File: config.mk
export PLATFORM = sky130hd
export DESIGN_NAME = frame_pkg_asm
export DESIGN_NICKNAME = d
export VERILOG_FILES = /design/src/rtl/asm_pkg.sv /design/src/rtl/asm_hs.sv /design/src/rtl/asm_cnt.sv /design/src/rtl/asm_store.sv /design/src/rtl/frame_pkg_asm.sv
export SDC_FILE = /design/constraint.sdc
export NUM_CORES = 1
export LEC_CHECK = 0
export ABC_AREA = 0
export BUFFER_PORTS_ARGS = -buffer_cell sky130_fd_sc_hd__buf_4
export CORE_UTILIZATION = 54
export CTS_CLUSTER_DIAMETER = 200
export DETAILED_ROUTE_END_ITERATION = 8
export PLACE_DENSITY = 0.8
export SLEW_MARGIN = 10
export SYNTH_ARGS = -nofsm -noshare
export SYNTH_HDL_FRONTEND = slang
export SYNTH_SLANG_ARGS = --single-unit
File: constraint.sdc
create_clock -name clk_i -period 1.75 [get_ports clk_i]
set_input_delay 0.35 -clock clk_i [delete_from_list [all_inputs] [get_ports clk_i]]
set_output_delay 0.35 -clock clk_i [all_outputs]
set_load 0.03 [all_outputs]
File: src/rtl/asm_pkg.sv
package asm_pkg;
  typedef enum logic [1:0] {
    ST_COLLECT = 2'd0,
    ST_ACKED   = 2'd1,
    ST_HOLD    = 2'd2
  } asm_state_e;
endpackage

File: src/rtl/asm_hs.sv
module asm_hs
  import asm_pkg::*;
(
  input  logic clk_i,
  input  logic rst_ni,
  input  logic req_i,
  input  logic clr_i,
  input  logic done_i,
  input  logic last_i,
  output logic take_o,
  output logic adv_o,
  output logic ack_o,
  output logic start_o,
  output logic busy_o
);
  asm_state_e state_q, state_d;
  logic req_q;
  logic ack_d, start_d;

  assign take_o = (state_q == ST_COLLECT) & req_i & ~req_q & ~clr_i;
  assign adv_o  = (state_q == ST_ACKED) & ~req_i & ~clr_i;

  always_comb begin
    state_d = state_q;
    ack_d   = ack_o;
    start_d = 1'b0;
    if (clr_i) begin
      state_d = ST_COLLECT;
      ack_d   = 1'b0;
    end else begin
      unique case (state_q)
        ST_COLLECT: if (take_o) begin
          state_d = ST_ACKED;
          ack_d   = 1'b1;
        end
        ST_ACKED: if (adv_o) begin
          ack_d = 1'b0;
          if (last_i) begin
            state_d = ST_HOLD;
            start_d = 1'b1;
          end else begin
            state_d = ST_COLLECT;
          end
        end
        ST_HOLD: if (done_i) state_d = ST_COLLECT;
        default: state_d = ST_COLLECT;
      endcase
    end
  end

  always_ff @(posedge clk_i or negedge rst_ni) begin
    if (!rst_ni) begin
      state_q <= ST_COLLECT;
      req_q   <= 1'b0;
      ack_o   <= 1'b0;
      start_o <= 1'b0;
    end else begin
      state_q <= state_d;
      req_q   <= req_i;
      ack_o   <= ack_d;
      start_o <= start_d;
    end
  end

  assign busy_o = (state_q == ST_HOLD);
endmodule

File: src/rtl/asm_cnt.sv
module asm_cnt #(
  parameter int unsigned FRAME_COUNT = 16,
  localparam int unsigned IDX_W = $clog2(FRAME_COUNT)
) (
  input  logic             clk_i,
  input  logic             rst_ni,
  input  logic             clr_i,
  input  logic             adv_i,
  output logic [IDX_W-1:0] idx_o,
  output logic             last_o
);
  localparam logic [IDX_W-1:0] LAST_IDX = IDX_W'(FRAME_COUNT - 1);

  assign last_o = (idx_o == LAST_IDX);

  always_ff @(posedge clk_i or negedge rst_ni) begin
    if (!rst_ni)     idx_o <= '0;
    else if (clr_i)  idx_o <= '0;
    else if (adv_i)  idx_o <= last_o ? '0 : idx_o + 1'b1;
  end
endmodule

File: src/rtl/asm_store.sv
module asm_store #(
  parameter int unsigned FRAME_W     = 8,
  parameter int unsigned FRAME_COUNT = 16,
  localparam int unsigned IDX_W = $clog2(FRAME_COUNT),
  localparam int unsigned PKG_W = FRAME_W * FRAME_COUNT
) (
  input  logic               clk_i,
  input  logic               rst_ni,
  input  logic               clr_i,
  input  logic               take_i,
  input  logic [IDX_W-1:0]   idx_i,
  input  logic [FRAME_W-1:0] frame_i,
  output logic [PKG_W-1:0]   pkg_o
);
  for (genvar g = 0; g < FRAME_COUNT; g++) begin : g_slice
    logic sel;
    assign sel = take_i && (idx_i == IDX_W'(g));
    always_ff @(posedge clk_i or negedge rst_ni) begin
      if (!rst_ni)     pkg_o[g*FRAME_W +: FRAME_W] <= '0;
      else if (clr_i)  pkg_o[g*FRAME_W +: FRAME_W] <= '0;
      else if (sel)    pkg_o[g*FRAME_W +: FRAME_W] <= frame_i;
    end
  end
endmodule

File: src/rtl/frame_pkg_asm.sv
module frame_pkg_asm #(
  parameter int unsigned FRAME_W     = 8,
  parameter int unsigned FRAME_COUNT = 16,
  localparam int unsigned IDX_W = $clog2(FRAME_COUNT),
  localparam int unsigned PKG_W = FRAME_W * FRAME_COUNT
) (
  input  logic               clk_i,
  input  logic               rst_ni,
  input  logic               req_i,
  input  logic [FRAME_W-1:0] frame_i,
  output logic               ack_o,
  input  logic               clr_i,
  input  logic               done_i,
  output logic [PKG_W-1:0]   pkg_o,
  output logic               start_o,
  output logic               busy_o
);
  logic             take, adv, last;
  logic [IDX_W-1:0] idx;

  asm_hs i_hs (
    .clk_i, .rst_ni, .req_i, .clr_i, .done_i,
    .last_i (last),
    .take_o (take),
    .adv_o  (adv),
    .ack_o, .start_o, .busy_o
  );

  asm_cnt #(.FRAME_COUNT(FRAME_COUNT)) i_cnt (
    .clk_i, .rst_ni, .clr_i,
    .adv_i  (adv),
    .idx_o  (idx),
    .last_o (last)
  );

  asm_store #(.FRAME_W(FRAME_W), .FRAME_COUNT(FRAME_COUNT)) i_store (
    .clk_i, .rst_ni, .clr_i,
    .take_i  (take),
    .idx_i   (idx),
    .frame_i,
    .pkg_o
  );
endmodule

==> results of run 1 <==
path summary, 6_finish.rpt:
check,from,end,slack (ps),cells after the start
worst max-delay path,i_hs.state_q[0],i_store.pkg_o[33],-110,5
worst min-delay path,req_i,i_hs.req_q,150,1
worst max register to register,i_hs.state_q[0],i_store.pkg_o[33],-110,5
worst min register to register,i_store.pkg_o[96],i_store.pkg_o[96],530,2
max in group asynchronous,rst_ni,i_hs.req_q,670,3
min in group asynchronous,rst_ni,i_store.pkg_o[96],400,2
through the flow:
step | utilization, % | setup slack, ps
after floorplan | - | 118
after global placement | 67.5 | 4.21
after detailed placement | 67.5 | -88.1
after CTS | 74.0 | -69.1
after global routing | 78.3 | -172
final | 78.3 | -105
critical path, delay by kind of cell, from the launching register on:
| family | cells | cell delay (ps) |
|---|---|---|
| simple gates | 1 | 600 |
| flops | 1 | 460 |
| compound gates | 2 | 340 |
| buf+inv | 2 | 290 |
cells in the mapped netlist, types with 2 or more instances:
cell type | number | area, µm²
nor2_1 | 4 | 15.0
clkbuf_2 | 7 | 35.0
or4b_4 | 4 | 55.1
inv_1 | 2 | 7.51
dfrtp_1 | 137 | 3430
o21ai_1 | 128 | 641
buf_2 | 43 | 215
nand4_1 | 2 | 12.5
mux2i_1 | 2 | 20.0
nor4b_4 | 3 | 71.3
a21oi_1 | 132 | 661
nor2b_1 | 3 | 18.8
nor4b_2 | 2 | 30.0
nand4bb_1 | 2 | 22.5
nand3_1 | 128 | 641
clkbuf_1 | 38 | 143
and4bb_1 | 2 | 25.0
ha_1 | 4 | 50.1
final cells by class:
type | instances | area share [%]
Sequential cell | 137 | 39.8
Clock inverter | 12 | 2.03
Inverter | 2 | 0.116
Tap cell | 140 | 2.03
Multi-Input combinational cell | 442 | 32.4
Clock buffer | 19 | 5.13
Timing Repair Buffer | 191 | 18.5
cell families (layout without fill, tap and decap cells):
group	after synthesis	in the layout
AO/OA/AOI/OAI	264	264
XOR/XNOR	1	1
adder cells (fa/ha/maj)	4	4
buffers and inverters	91	224
flip-flops	137	137
multiplexers	2	2
AND/OR/NAND/NOR	159	171
power by group:
| part | switching (µW) | leakage (µW) | internal [µW] |
|---|---|---|---|
| logic | 349 | 0.00151 | 128 |
| registers | 22.2 | 0.00190 | 3180 |
| clock network | 1370 | 0.000307 | 2410 |
state kept, by name, summed over array words and instances, names as in the netlist:
name / count
i_store.pkg_o: 128
i_hs.start_o: 1
i_hs.req_q: 1
i_cnt.idx_o: 4
i_hs.state_q: 2
i_hs.ack_o: 1
layer usage:
layer  vias to the layer above  GRT usage, %  share of wire, %
li1                       2668             -                 -
met1                      3173          45.6                36
met2                       583          54.3                46
met3                       123          10.6                14
met4                         0          14.7               4.6
met5                         -             0                 0
what timing repair did:
| action | in CTS | in global routing |
|---|---|---|
| hold buffers | 1 | 0 |
| resized for setup | 16 | 72 |
| setup endpoints to repair | 123 | 128 |
| cloned | 4 | 9 |
| pin swaps | 17 | 31 |
| buffers inserted | 0 | 13 |
| hold endpoints to repair | 38 | 0 |
==> flow_results.org, run 1 <==
** Outcome
- The run finished, with violations left.
- The checks that failed: setup timing.

** Worst setup path
- The critical path in this run is classified as reg -> reg.
- The worst setup path is launched from a flop.
- Among all stages on the critical path, the largest delay is contributed by or4b_4.
- Data required time of the critical path :: 2020 ps
- Delay contributed by the slowest stage of the critical path :: 600 ps
- Along the worst path, the maximum fanout reaches 9.
- Ordered cell list for the critical path :: buf_12 > buf_6 > or4b_4 > o21ai_1 > a21oi_1
- The worst setup path is captured at a flop.
- Data arrival time at the worst-slack endpoint :: 2120 ps

** Final layout
- Non-filler cells in the finished layout :: 943
- Filler cell count :: 682
- Inserted Diodes :: 0
- Fraction of layout cells with a size suffix above 1 :: 37.9%
- Summing all non-filler instances in the final layout gives an area of 0.00864 mm².
- Final net count :: 808
- Sequential cell area in the final layout :: 0.00344 mm²
- Compared with the post-synthesis result, the final layout area differs by 39.1%.
- Leaving out fill and tap cells, the most frequent cell in the layout is buf_4.
- Multi-input combinational cell area :: 0.00280 mm²
- In the layout the commonest cells are buf_4 (173), dfrtp_1 (133), nand3_1 (128), a21oi_1 (126), o21ai_1 (83).

** Synth
- Post-synthesis mux area share :: 0.322%
- Count of flip-flops with a built-in enable after synthesis :: 0
- Area of the mapped netlist :: 0.00621 mm²
- Synthesized-area fraction occupied by adder cells :: 0.806%
- Combinational family with the most area after synthesis :: compound AO/OA/AOI/OAI gates
- For this run, the leading register cell type out of synthesis is dfrtp_1.
- Mean post-synth cell area :: 9.44 µm²
- Synthesis produced 658 cells.
- After Yosys synthesis, XOR and XNOR cells account for 0.141% of the synthesized area.
- In this run, synthesis produced a sequential element count of 137.
- Summing the areas of all compound-gate instances in the mapped netlist gives 21.4% of the synthesized area.
- Of the synthesized area, sequential elements account for 55.2%.
- Summing the areas of all and, or, nand and nor instances in the mapped netlist gives 15.6% of the synthesized area.
- The number of nets in the synthesized netlist is 675.
- Number of distinct library cells after synthesis :: 33
- The Yosys step of the flow raised 0 warnings.
- For this run, asynchronously set or reset flops after synthesis account for 100%.

** Placed design
- Area of placed instances :: 0.00744 mm²
- Number of cells after detailed placement :: 885
- In this run the tool buffered the top-level ports with 143 buffer cells.
- Final RePlAce weighted congestion :: 0.818
- The HPWL after detailed placement is 11.4 mm.

** Clock network
- TritonCTS sink count :: 137
- CTS Buffer Depth :: 2
- The H-tree was split into 4 levels.
- Clock-pin slew was measured on the worst setup and hold paths at 60 ps.
- The clock reaches the later pin of the worst-skew pair after 420 ps.
- Clock tree from TritonCTS :: done
- In this run, CTS created clock tree buffers numbering 17.
- The tree is rooted in a clkbuf_16.

** Die
- Number of top-level pins :: 144
- The die covers 0.0119 mm².
- The floorplan step set the die width to 109 µm.
- The floorplan has 38 rows.
- Die Height :: 109 µm
- Effective utilization at floorplan :: 56.3%
- The core region is 0.0110 mm².

** Drt
- For this block, the via count after detailed routing is 6,547.
- Total wirelength of the detailed-routed design :: 23.2 mm
- In the routed design, unresolved DRC markers number 0.
- The first TritonRoute pass finished after 6 iterations.
- After the first detailed-routing iteration, the DRC count stood at 908.
- Using the TritonRoute via totals, the vias-per-cell ratio works out to 6.94.
- Antenna violation net count after detailed routing :: 0
- In the final routed layout, each cell accounts on average for 24.6 µm.

** Timing
- The max-slew violation total from the final report came to 0.
- Upper clock frequency limit :: 539 MHz
- Headroom to the max-slew limit :: 63.0%
- Of the available clock period, the critical path in the final layout requires 106%.
- Setup slack after layout :: -105 ps
- Post-layout minimum cycle time :: 1860 ps
- For the final routed database, the setup TNS stands at -828 ps.
- Clock skew on the completed layout was measured at 6.94 ps.
- Setup repair after global routing missed its margin :: yes
- Total setup violations reported at the end of the flow :: 30
- For the pin with the worst max-slew slack, the measured transition is 556 ps.
- The final-report hold violation count came to 0.
- On the final layout, the worst hold slack is 148 ps.

** Global routing
- The via count of the first global-routing pass came to 5,933.
- For this run the aggregate overflow at the end of global routing stands at 0.
- Number of antenna violations at the first check in global routing :: 0
- Combined global-route utilization of all metal layers :: 34.9%
- Maximum number of pins on one net before global-route repair :: 125
- The first global-routing pass estimated 31.0 mm of wire.

** Pwr
- Maximum vdd drop :: 605 µV
- For this design the static power due to leakage is 0.00372 µW.
- Power per Cell Area :: 864 mW/mm²
- Total chip power :: 7460 µW

** Min path
- In this run the worst hold path is classified as in -> reg.

** Flow run
- Maxcap violations :: 0
Power figures use the tool's default switching activity.
==> run 2, diff against run 1 <==
--- a/config.mk
+++ b/config.mk
@@ -7,11 +7,11 @@
 export LEC_CHECK = 0
 export ABC_AREA = 0
 export BUFFER_PORTS_ARGS = -buffer_cell sky130_fd_sc_hd__buf_4
-export CORE_UTILIZATION = 54
+export CORE_UTILIZATION = 41
+export CTS_BUF_LIST = sky130_fd_sc_hd__clkbuf_16
 export CTS_CLUSTER_DIAMETER = 200
 export DETAILED_ROUTE_END_ITERATION = 8
-export PLACE_DENSITY = 0.8
-export SLEW_MARGIN = 10
+export SLEW_MARGIN = 0
 export SYNTH_ARGS = -nofsm -noshare
 export SYNTH_HDL_FRONTEND = slang
 export SYNTH_SLANG_ARGS = --single-unit
==> run 2 against run 1 <==
The run ends with DRC left. Clock skew decreased by 0.95 ps. Via count shrank 8.0%. Combinational power down 4.6%. Register-to-register slack better by 140 ps. Clock-buffer cell count is 2 lower. Wire length decreased by 4.2%. Critical endpoint is now i_store.pkg_o[75]. Worst setup slack gained 140 ps. Worst hold slack improved by 38 ps. Fmax rose by 8.0%. Cell count up 4.1%. Sequential power barely moved. Die area grew 31%. Largest cell class unchanged. Critical path type unchanged.
==> flow_results.org, run 2 (synthesis results as in run 1) <==
** Placed design
- The HPWL after detailed placement is 12.0 mm.
- Worst setup slack after placement :: -68.6 ps
- Count of buffers inserted at the top-level ports :: 143
- Final RePlAce weighted congestion :: 0.782

** Min path
- Origin of the worst min-delay path :: done_i
- Worst Hold Class :: in -> reg

** Die
- Effective utilization at floorplan :: 42.4%
- Die Height :: 125 µm
- The die covers 0.0156 mm².
- Measured along the x axis, the die boundary spans 125 µm.
- In this run the standard cell core region covers 0.0146 mm².
- 144 I/O pins were placed.
- Number of rows created at floorplan :: 44

** Pwr
- Summing internal, switching and leakage power gives 7310 µW.
- In this run, flip-flops and latches consume 43.8% of the power.
- Leakage power of the design :: 0.00367 µW
- Fraction of power spent switching nets :: 23.0%
- Combinational share of power :: 6.2%
- Switch Pwr :: 1680 µW
- Dividing total power by cell area gives a power density of 863 mW/mm².
- Maximum vdd drop :: 616 µV
- Internal power consumption :: 5630 µW
- In this run, the clock network consumes 50.0% of the power.

** Timing
- The final critical path takes up 98.2% of the cycle.
- Between clock sinks in the finished design, the worst skew comes to 5.99 ps.
- The worst path meets setup with 32.2 ps of slack.
- Setup violations remaining at the end of the flow were counted as 0.
- Upper clock frequency limit :: 582 MHz
- The final-report hold violation count came to 0.
- Transition time at the pin with the least slew margin :: 458 ps
- The max-slew violation total from the final report is 0.
- Counting I/O delays and the setup requirement, the final critical path takes 1720 ps.
- Headroom to the max-slew limit :: 69.4%

** Drt
- The final layout contains routed wiring with a total length of 22.2 mm.
- In the routed design, unresolved DRC markers number 24.
- The pre-antenna-repair detailed-routing pass consisted of 7 iterations.
- Dividing the detail-routed wire length by the instance count gives 22.6 µm.
- For this block, the via count after detailed routing is 6,021.
- Via density :: 6.13
- The detailed router finished its first iteration with 677 violations.
- In this run the remaining antenna-violating nets after routing total 0.

** Global routing
- Via count of the first global-routing pass :: 5,603
- After global routing the overflow that remains totals 0.
- The first global-routing pass estimated 33.3 mm of wire.
- In the global route stage, overall resource usage came out at 27.9%.
- Number of antenna violations at the first check in global routing :: 0
- Entering global routing, the biggest net connects 96 pins.

** Worst setup path
- Data on the critical path is required at its endpoint by 2030 ps.
- Data arrival time at the worst-slack endpoint :: 2000 ps
- Launching instance or port of the critical path :: i_cnt.idx_o[0]
- On the worst path, the slowest cell contributes a delay of 600 ps.
- The worst register-to-register path begins at i_cnt.idx_o[0].
- Walking the worst path, the cells encountered are buf_4 > ha_4 > or4b_4 > o21ai_1 > a21oi_1.
- Cell with the largest stage delay on the worst path :: or4b_4
- By startpoint and endpoint, the worst setup path is classified as reg -> reg.
- Element type at the critical path end :: flop
- Maximum fanout encountered on the critical timing path :: 8
- STA classifies the critical path startpoint as a flop.
- Among cell families on the critical path, the largest total delay comes from simple AND/OR/NAND/NOR gates.
- Critical path buffer and inverter count :: 1

** Final layout
- Final net count :: 803
- Most flop-heavy register :: i_store.pkg_o
- The largest registers in the layout are i_store.pkg_o x128, i_cnt.idx_o x4, i_hs.state_q x2.
- Largest register FFs :: 128
- The sequential cells in the finished layout cover a total of 0.00344 mm².
- Filler cell count :: 1,300
- Leaving out fill and tap cells, the most frequent cells in the layout are buf_4 (169), dfrtp_1 (133), a21oi_1 (131), nand3_1 (128), o21ai_1 (117).
- The repair_antennas step left the layout with diodes totalling 0.
- Summing all multi-input logic gate instances after layout gives 0.00265 mm².
- Leaving out fill and tap cells, the most frequent cell in the layout is buf_4.
- Fraction of layout cells with a size suffix above 1 :: 32.0%
- Relative area change from synthesis to final layout :: 36.4%

** Clock network
- In this run the number of H-tree levels came out at 4.
- Clk_lat worst skew :: 430 ps
- The root buffer cell chosen for the clock tree is clkbuf_16.
- TritonCTS sink count :: 137
- TritonCTS built the clock tree.
- Counting along the longest clock path gives a buffer depth of 2.
- Register clock-pin slew on the reported worst setup and hold paths :: 60 ps
- TritonCTS buffer count :: 17

** Flow run
- Maxcap violations :: 0

** Outcome
- The checks that failed: DRC.
- The run finished, with violations left.
run 2: worst register-to-register path, delay by kind of cell (launching register included):
family / cells / cell delay, ps
AO/OA/AOI/OAI: 2 / 260
adder cells (fa/ha/maj): 1 / 160
buffers and inverters: 1 / 140
flip-flops: 1 / 410
AND/OR/NAND/NOR: 1 / 600
run 2: layout make-up:
cell class	instances	area share (%)
Clock buffer	17	5.02
Clock inverter	14	1.95
Inverter	2	0.148
Multi-Input combinational cell	442	31.2
Sequential cell	137	40.5
Tap cell	184	2.72
Timing Repair Buffer	186	18.4
run 2: layer usage:
metal | part of all wire [%] | up-vias | global-route usage [%]
met5 | 0 | - | 0
met4 | 2.4 | 0 | 11.3
met3 | 9.1 | 44 | 7.27
met2 | 47 | 324 | 41.3
met1 | 42 | 2999 | 38.9
li1 | - | 2654 | -
run 2: power by group through the flow:
stage / clock, µW / sequential (µW) / combinational (µW)
2_1_floorplan: 0 / 3260 / 181
3_3_place_gp: 0 / 3250 / 395
3_5_place_dp: 0 / 3250 / 400
4_1_cts: 3670 / 3200 / 438
5_1_grt: 3820 / 3200 / 482
6_report: 3660 / 3200 / 455
run 2: final timing paths:
path	depth (start not counted)	slack (ps)	to
hold reg to reg	2	540	i_store.pkg_o[3]
setup reg to reg	5	30	i_store.pkg_o[75]
min in group asynchronous	2	390	i_store.pkg_o[100]
setup / recovery	5	30	i_store.pkg_o[75]
max in group asynchronous	3	670	i_store.pkg_o[14]
hold / removal	3	190	i_hs.state_q[1]
run 2: timing repair:
| action | in CTS | in global routing |
|---|---|---|
| setup endpoints to repair | 98 | 119 |
| hold endpoints to repair | 31 | 0 |
| gates resized for setup | 14 | 31 |
| buffers inserted | 1 | 6 |
| hold buffers | 1 | 0 |
| pin swaps | 2 | 2 |
| gates cloned | 8 | 5 |
run 2: per-stage QoR:
| step | TNS [ps] | util [%] | cells | cell area, µm² | hold slack (ps) |
|---|---|---|---|---|---|
| after floorplan | 0 | - | 658 | 6210 | 54.4 |
| after global placement | 0 | 51.2 | 930 | 7500 | 268 |
| after detailed placement | -3240 | 51.2 | 930 | 7500 | 275 |
| after CTS | -333 | 56.3 | 971 | 8250 | 179 |
| after global routing | -93.5 | 57.9 | 982 | 8480 | 211 |
| final | 0 | 57.9 | 982 | 8480 | 186 |
==> run 3, diff against run 2 <==
--- a/config.mk
+++ b/config.mk
@@ -7,7 +7,7 @@
 export LEC_CHECK = 0
 export ABC_AREA = 0
 export BUFFER_PORTS_ARGS = -buffer_cell sky130_fd_sc_hd__buf_4
-export CORE_UTILIZATION = 41
+export CORE_UTILIZATION = 40
 export CTS_BUF_LIST = sky130_fd_sc_hd__clkbuf_16
 export CTS_CLUSTER_DIAMETER = 200
 export DETAILED_ROUTE_END_ITERATION = 8
==> constraint.sdc (replaced) <==
create_clock -name clk_i -period 1.8 [get_ports clk_i]
set_input_delay 0.36 -clock clk_i [delete_from_list [all_inputs] [get_ports clk_i]]
set_output_delay 0.36 -clock clk_i [all_outputs]
set_load 0.03 [all_outputs]
==> run 3 against run 2 <==
The flow now finishes without violations. Clock skew hardly changed. Die area rose by 2.5%. Non-clock buffer count decreased by 9. Fmax down 3.8%. Worst setup slack worse by 17 ps. Clock power fell by 3%. Largest power group unchanged.
==> flow_results.org, run 3 (synthesis results as in run 1) <==
** Timing
- Total setup violations reported at the end of the flow :: 0
- The tightest hold path in the finished design has a slack of 151 ps.
- Worst clock skew on the final layout :: 6.07 ps
- Final Slew Violations :: 0
- Total count of hold-check failures in the final report :: 0
- For the pin with the worst max-slew slack, the measured transition is 605 ps.
- Headroom to the max-slew limit :: 59.6%
- Post-layout minimum cycle time :: 1780 ps
- Static timing analysis puts the maximum clock frequency at 560 MHz.
- Post-route clock period utilization :: 99.2%
- Setup repair after global routing could not meet its margin everywhere.

** Drt
- The detailed router placed 5,885 vias in this run.
- Total wirelength of the detailed-routed design :: 21.0 mm
- First drt pass iteration count :: 5
- After detailed routing, the number of vias per cell comes to 6.05.
- The detail route stage leaves a number of antenna-violating nets equal to 0.
- Detailed Route Iter0 Violations :: 685
- In the routed design, unresolved DRC markers number 0.
- Dividing the detail-routed wire length by the instance count gives 21.6 µm.

** Worst setup path
- Data arrival time at the worst-slack endpoint :: 2050 ps
- STA classifies the critical path endpoint as a flop.
- Maximum fanout encountered on the critical timing path :: 8
- The worst register-to-register path has a depth of 5.
- For the worst setup path, the data required time is 2060 ps.
- The setup path with the least slack is of type reg -> reg.
- Startpoint types :: flop

** Pwr
- Of the total power, combinational logic draws 5.9%.
- In this run, the clock network consumes 50.2% of the power.
- The internal portion of the total power is 5470 µW.
- Total chip power :: 7090 µW
- Power per Cell Area :: 854 mW/mm²
- Switch Pwr :: 1610 µW
- The worst-case IR drop observed on VDD is 673 µV.
- Seq pwr share :: 43.9%
- Fraction of power spent switching nets :: 22.8%
- Summed over all cells, the static leakage comes to 0.00360 µW.

** Final layout
- Relative area change from synthesis to final layout :: 33.6%
- The layout has 1,333 filler cells.
- Most common library cell in the layout ignoring fill and taps :: buf_4
- In the layout the commonest cells are buf_4 (162), dfrtp_1 (133), a21oi_1 (132), nand3_1 (128), o21ai_1 (117).
- Final non-filler cell area :: 0.00830 mm²
- Fraction of layout cells with a size suffix above 1 :: 30.2%
- Most flop-heavy register :: i_store.pkg_o
- The largest registers in the layout are i_store.pkg_o x128, i_cnt.idx_o x4, i_hs.state_q x2.
- The final layout contains 789 nets.
- Excluding fillers, the count of instances in the completed layout stands at 972.
- The register with the most flip-flops in the layout has 128 of them.
- Inserted Diodes :: 0

** Die
- The die covers 0.0160 mm².
- After floorplanning, the core was divided into 45 placement rows.
- Floorplan core area :: 0.0152 mm²
- Die Height :: 127 µm
- Number of top-level pins :: 144
- The die is 127 µm wide.
- Effective utilization at floorplan :: 40.9%

** Min path
- Hold Path Cell Cnt :: 1
- The min-delay analysis places its worst path in the category in -> reg.

** Clock network
- The tree is rooted in a clkbuf_16.
- TritonCTS built the clock tree.
- Buffers inserted during clock tree synthesis total 17.
- CTS Buffer Depth :: 2
- CTS saw 137 sinks.
- Register clock-pin slew on the reported worst setup and hold paths :: 60 ps
- H-tree lvl count :: 4
- At the later pin of the worst-skew pair, clock insertion delay measures 420 ps.

** Outcome
- Outcome :: finished, final reports clean

** Global routing
- The via count of the first global-routing pass is 5,528.
- Global-route wire length before repair :: 30.7 mm
- Entering global routing, the biggest net connects 58 pins.
- The initial antenna violation count is 0.
- GR Overflow Total :: 0
- Combined global-route utilization of all metal layers :: 24.9%

** Placed design
- Number of cells after detailed placement :: 930
- In this run the tool buffered the top-level ports with 143 buffer cells.
- Detailed placement HPWL :: 12.0 mm
- Area of placed instances :: 0.00750 mm²
- At the end of routability-driven placement, the weighted congestion stood at 0.792.

** Flow run
- The tool flagged a number of max-cap violations equal to 0.
run 3: power by group through the flow:
stage / clock, µW / combinational (µW) / sequential [µW]
after global routing: 3730 / 444 / 3110
final: 3560 / 417 / 3110
after global placement: 0 / 380 / 3160
after CTS: 3590 / 388 / 3110
after floorplan: 0 / 176 / 3170
after detailed placement: 0 / 386 / 3160
run 3: metrics by stage:
stage                     worst slack (ps)  utilization [%]  TNS [ps]
final                                 15.1             54.6         0
after global routing                 -51.4             54.6      -841
after CTS                            -34.5             53.4     -97.1
after detailed placement             -46.0             49.4      -164
after global placement                53.6             49.4         0
after floorplan                        168                -         0
run 3: repair_timing:
action	in CTS	in global routing
endpoints found under the hold margin	43	0
setup buffers	0	3
pin swaps	4	3
gates cloned	0	7
hold buffers	1	0
setup endpoints to repair	41	129
gates resized for setup	5	24
run 3: final timing paths:
check | from | to | slack [ps]
max in group asynchronous | rst_ni | i_hs.state_q[0] | 770
worst min register to register | i_store.pkg_o[75] | i_store.pkg_o[75] | 540
worst max register to register | i_cnt.idx_o[0] | i_store.pkg_o[115] | 20
worst min-delay path | req_i | i_hs.req_q | 150
min in group asynchronous | rst_ni | i_store.pkg_o[117] | 440
worst max-delay path | i_cnt.idx_o[0] | i_store.pkg_o[115] | 20
run 3: final cells by class:
cell class / count / area (µm²) / share of cell area, %
clock inverter: 14 / 165 / 1.99
tap: 188 / 235 / 2.83
inverter: 2 / 7.51 / 0.0904
timing repair buffer: 177 / 1490 / 17.9
sequential: 137 / 3440 / 41.4
multi-input combinational: 437 / 2540 / 30.6
clock buffer: 17 / 425 / 5.12
run 3: critical path, cell delays in order (launching register included):
cell and delay, ps:
dfrtp_1 400, inv_1 90, ha_2 230, or4b_4 610, o21ai_2 180, a21oi_1 110
run 3: per-layer routing:
metal | routed length, µm | global-route usage [%] | vias to the layer above | part of all wire (%)
met4 | 436 | 8.22 | 0 | 2.1
met5 | 0 | 0 | - | 0
met2 | 9760 | 37.5 | 323 | 47
met1 | 8850 | 35.3 | 2901 | 42
li1 | - | - | 2626 | -
met3 | 1920 | 5.86 | 35 | 9.2
